$ cat config.mk
export PLATFORM = sky130hd
export DESIGN_NAME = pa_shift_reg
export DESIGN_NICKNAME = d
export VERILOG_FILES = /design/src/rtl/psr_pkg.sv /design/src/rtl/psr_entry_logic.sv /design/src/rtl/psr_stage_mux.sv /design/src/rtl/pa_shift_reg.sv
export SDC_FILE = /design/constraint.sdc
export NUM_CORES = 1
export LEC_CHECK = 0
export BUFFER_PORTS_ARGS = -buffer_cell sky130_fd_sc_hd__buf_2
export CORE_AREA = 2 2 39 41
export DETAILED_ROUTE_END_ITERATION = 16
export DIE_AREA = 0 0 41 43
export GPL_TIMING_DRIVEN = 0
export PLACE_DENSITY = 0.42
export SLEW_MARGIN = 15
export SYNTH_ARGS = -nofsm -noshare
export SYNTH_HDL_FRONTEND = slang
export SYNTH_SLANG_ARGS = --single-unit
export TNS_END_PERCENT = 20
$ cat constraint.sdc
create_clock -name clk -period 2.4 [get_ports clk]
set_clock_uncertainty 0.1 [all_clocks]
set_input_delay 0.36 -clock clk [delete_from_list [all_inputs] [get_ports clk]]
set_output_delay 0.36 -clock clk [all_outputs]
set_load 0.02 [all_outputs]
$ cat src/rtl/psr_pkg.sv
// Package: shared types for the parallel-access shift register.
// Assumes: a one-bit mode select, low meaning load.
package psr_pkg;
    typedef enum logic {
        MODE_LOAD  = 1'b0,
        MODE_SHIFT = 1'b1
    } psr_mode_e;
endpackage

$ cat src/rtl/psr_entry_logic.sv
// Module: psr_entry_logic
// Forms the next value of stage 0 during a shift from the J and inverted-K
// inputs and the present stage-0 value.
// Assumes: pure combinational, used only when the register shifts.
module psr_entry_logic (
    input  logic j_in,
    input  logic k_n_in,
    input  logic cur_bit,
    output logic next_bit
);
    // Set when J is high and the stage is 0; keep when K-bar is high and the stage is 1.
    always_comb begin
        next_bit = (j_in & ~cur_bit) | (k_n_in & cur_bit);
    end
endmodule

$ cat src/rtl/psr_stage_mux.sv
// Module: psr_stage_mux
// Picks the next value of every stage: parallel data in load mode, the lower
// neighbour (or the entry bit for stage 0) in shift mode.
// Assumes: WIDTH >= 2.
module psr_stage_mux
    import psr_pkg::*;
#(
    parameter int WIDTH = 4
) (
    input  psr_mode_e          mode,
    input  logic [WIDTH-1:0]   par_in,
    input  logic [WIDTH-1:0]   cur_q,
    input  logic               entry_bit,
    output logic [WIDTH-1:0]   next_q
);
    genvar gi;
    generate
        for (gi = 0; gi < WIDTH; gi++) begin : g_stage
            if (gi == 0) begin : g_first
                // Stage 0 takes the entry bit when shifting.
                always_comb begin
                    next_q[gi] = (mode == MODE_LOAD) ? par_in[gi] : entry_bit;
                end
            end else begin : g_rest
                // Higher stages take the lower neighbour when shifting.
                always_comb begin
                    next_q[gi] = (mode == MODE_LOAD) ? par_in[gi] : cur_q[gi-1];
                end
            end
        end
    endgenerate
endmodule

$ cat src/rtl/pa_shift_reg.sv
// Module: pa_shift_reg
// Four-stage parallel-access shift register with J/K-bar entry on stage 0,
// active-low load select and a complemented last-stage output.
// Assumes: master reset acts asynchronously; its release is not synchronized
// here and takes effect from the next rising clock edge.
module pa_shift_reg
    import psr_pkg::*;
#(
    parameter int WIDTH = 4
) (
    input  logic             clk,
    input  logic             rst_n,
    input  logic             load_n,
    input  logic             j_in,
    input  logic             k_n_in,
    input  logic [WIDTH-1:0] par_in,
    output logic [WIDTH-1:0] q_out,
    output logic             q_last_n
);
    localparam int LAST = WIDTH - 1;

    psr_mode_e        mode;
    logic             entry_bit;
    logic [WIDTH-1:0] stage_q;
    logic [WIDTH-1:0] stage_d;

    // Decode the mode select into the shared mode type.
    always_comb begin
        mode = psr_mode_e'(load_n);
    end

    psr_entry_logic u_entry (
        .j_in     (j_in),
        .k_n_in   (k_n_in),
        .cur_bit  (stage_q[0]),
        .next_bit (entry_bit)
    );

    psr_stage_mux #(.WIDTH(WIDTH)) u_mux (
        .mode      (mode),
        .par_in    (par_in),
        .cur_q     (stage_q),
        .entry_bit (entry_bit),
        .next_q    (stage_d)
    );

    // Stage register: cleared at once by master reset, else updated per edge.
    always_ff @(posedge clk or negedge rst_n) begin
        if (!rst_n) begin
            stage_q <= '0;
        end else begin
            stage_q <= stage_d;
        end
    end

    // Drive the stage outputs and the complemented last stage.
    always_comb begin
        q_out    = stage_q;
        q_last_n = ~stage_q[LAST];
    end


    reset_clear_chk: assert property (@(posedge clk)
        !rst_n |-> (q_out == '0 && q_last_n == 1'b1));


    shift_move_chk: assert property (@(posedge clk) disable iff (!rst_n)
        load_n |=> q_out[WIDTH-1:1] == $past(q_out[WIDTH-2:0]));


    load_capture_chk: assert property (@(posedge clk) disable iff (!rst_n)
        !load_n |=> q_out == $past(par_in));


    entry_set_chk: assert property (@(posedge clk) disable iff (!rst_n)
        (load_n && j_in && k_n_in) |=> q_out[0]);


    entry_clear_chk: assert property (@(posedge clk) disable iff (!rst_n)
        (load_n && !j_in && !k_n_in) |=> !q_out[0]);


    entry_toggle_chk: assert property (@(posedge clk) disable iff (!rst_n)
        (load_n && j_in && !k_n_in) |=> q_out[0] != $past(q_out[0]));


    entry_hold_chk: assert property (@(posedge clk) disable iff (!rst_n)
        (load_n && !j_in && k_n_in) |=> q_out[0] == $past(q_out[0]));
endmodule

==> reports/qor.txt <==
RePlAce Congestion: 0.5835
Final period util: 57.29%
Ys Warns: 0
gr usage total: 5.954%
vias per inst: 3.311
Peak VDD IR: 145.9 uV
sequential power share: 39.1%
area delta synth->final: 71.76%
Die X: 41 um
clock sink count: 4
most frequent cells in the layout: buf_2 (13), dfrtp_1 (4), mux2_2 (3), clkbuf_4 (3)
CTS Buf Count: 3
Net Switching: 49.94 uW
maxcap violations: 0
Root Buffer: clkbuf_4
placed cell areas: 249.0 um^2
DRT Pass-1 Iters: 2
total power: 199.6 uW
CP Launch Point: q_out[0]
FILL cells: 155
Max Freq: 727.3 MHz
Slew @ Worst Pin: 124.3 ps
Mean Syn Cell Area: 13.66 um^2
RR Startpoint: q_out[0]
remaining antenna violation count: 0
Post-Place Worst Slack: 1268 ps
sw frac: 25.02%
# diodes: 0
Multi-input gate area: 52.55 um^2
drt initial violations: 1
Tightest Hold Check Type: in2reg
layout cells sized above 1: 68.97%
endpoints failing setup: 0
Yosys cell types: 7
Hold Vio Cnt, Final: 0
CTS tree: built
hold path start: par_in[3]
largest net degree at the start of global routing: 6
average wire per standard cell: 8.911 um
Final Cell Area: 281.5 um^2
Seq. cell area: 100.1 um^2
Max transition margin: 91.48%
clk slew on worst S/H paths: 40 ps
crit path cell chain: buf_4, buf_2
clk_lat worst skew: 230 ps
antenna violations before repair: 0
PwrDens: 708.9 nW/um^2
min cycle time layout: 1375 ps
sequential cell area fraction in the yosys report: 61.07%
final setup TNS: 0 ps
commonest non-fill, non-tap cell in the layout: buf_2
core area: 1384 um^2
I/O Pins: 14
GRT overflow: 0
die height: 43 um
vias in the first global route: 156
multiplexer area fraction after synthesis: 26.72%
internal power of the cells: 149.6 uW
starting density of the core: 11.84%
DR DRC count: 0
xor/xnor share of the synthesized area: 0%
routed via count: 149
Max stage delay on crit path: 400 ps
Comb pwr share: 20.1%
Post-Syn Area: 163.9 um^2
Setup Buffers After CTS: 0
Clock power frac: 40.7%
setup ws final: 1025 ps
crit path max-delay cell type: dfrtp_1
status: completed
Synth Register Bits: 4
Clock Tree Buf Depth: 2
largest fanout on the critical path: 3
Worst Setup Path Type: reg2out
Worst EP arrival: 910 ps
port bufs: 13
Setup crit end kind: primary output
largest family of logic cells by synthesized area: multiplexers
Syn Inst Count: 12
Layout Cells excl Fill: 45
Synth Area in Simple Gates: 2.290%
Final Slew Violations: 0
RSZ-0062 raised after global routing: no
Synth Area in Compound Gates: 3.053%
Net Count, Synth: 21
nets@finish: 40
CP Launch Type: flip-flop
die area: 1763 um^2
CTS H-Tree Depth: 1
tightest hold margin: 264.1 ps
Total Wirelength: 401 um
# rows: 14
dpl cells: 41
max FFs per register: 4
leak pwr: 0.1462 nW
post-layout util: 20.34%
critical path required time: 1940 ps
Post-Synth Adder-Cell Area: 0%
first-pass GRT wire length: 586 um
final timing paths:
check	endpoint	slack (ps)	cells after the start
min in group asynchronous	q_out[1]	360	2
max in group asynchronous	q_out[0]	1720	2
worst min register to register	q_out[3]	400	1
worst max-delay path	q_out[0]	1030	2
worst min-delay path	q_out[3]	260	2
worst max register to register	q_out[0]	1510	2
kinds of logic (layout without fill, tap and decap cells):
kind of cell	count (synthesis)	count (layout)
simple gates	1	1
compound gates	1	1
mux	4	4
buf+inv	2	19
flops	4	4
power by group through the flow:
stage / clock (mW) / sequential, mW / combinational [mW]
final: 0.0813 / 0.0781 / 0.0402
after global routing: 0.0916 / 0.0786 / 0.0446
after CTS: 0.0868 / 0.0782 / 0.0408
after detailed placement: 0 / 0.0791 / 0.0394
after global placement: 0 / 0.0785 / 0.0385
after floorplan: 0 / 0.0851 / 0.0151
timing repair:
action	4_1_cts	5_1_grt
endpoints found under the hold margin	4	0
gates resized for setup	0	0
hold buffers	1	0
critical path, delay by kind of cell (launching register included):
kind,cells,cell delay [ps]
buffers and inverters,2,290
flip-flops,1,400
layout make-up:
cell class                      instances  share of cell area, %
Inverter                                1                  1.333
Buffer                                  1                  2.667
Sequential cell                         4                  35.56
Multi-Input combinational cell          6                  18.67
Timing Repair Buffer                   14                  26.67
Tap cell                               16                  7.111
Clock buffer                            3                  8.000
cell usage after synthesis (all sizes together):
| library cell | count | area (um^2) |
|---|---|---|
| dfrtp | 4 | 100.1 |
| nor2 | 1 | 3.750 |
| inv | 1 | 3.750 |
| mux2i | 1 | 10.01 |
| buf | 1 | 7.510 |
| mux2 | 3 | 33.78 |
| a21oi | 1 | 5.000 |
per-layer routing:
layer	vias to the layer above	routed length, um	global-route usage, %
met5	-	0	0
met4	0	21	10.00
met3	4	70	3.141
met1	55	194	5.882
li1	74	-	-
met2	16	114	6.250
Power figures use the tool's default switching activity.
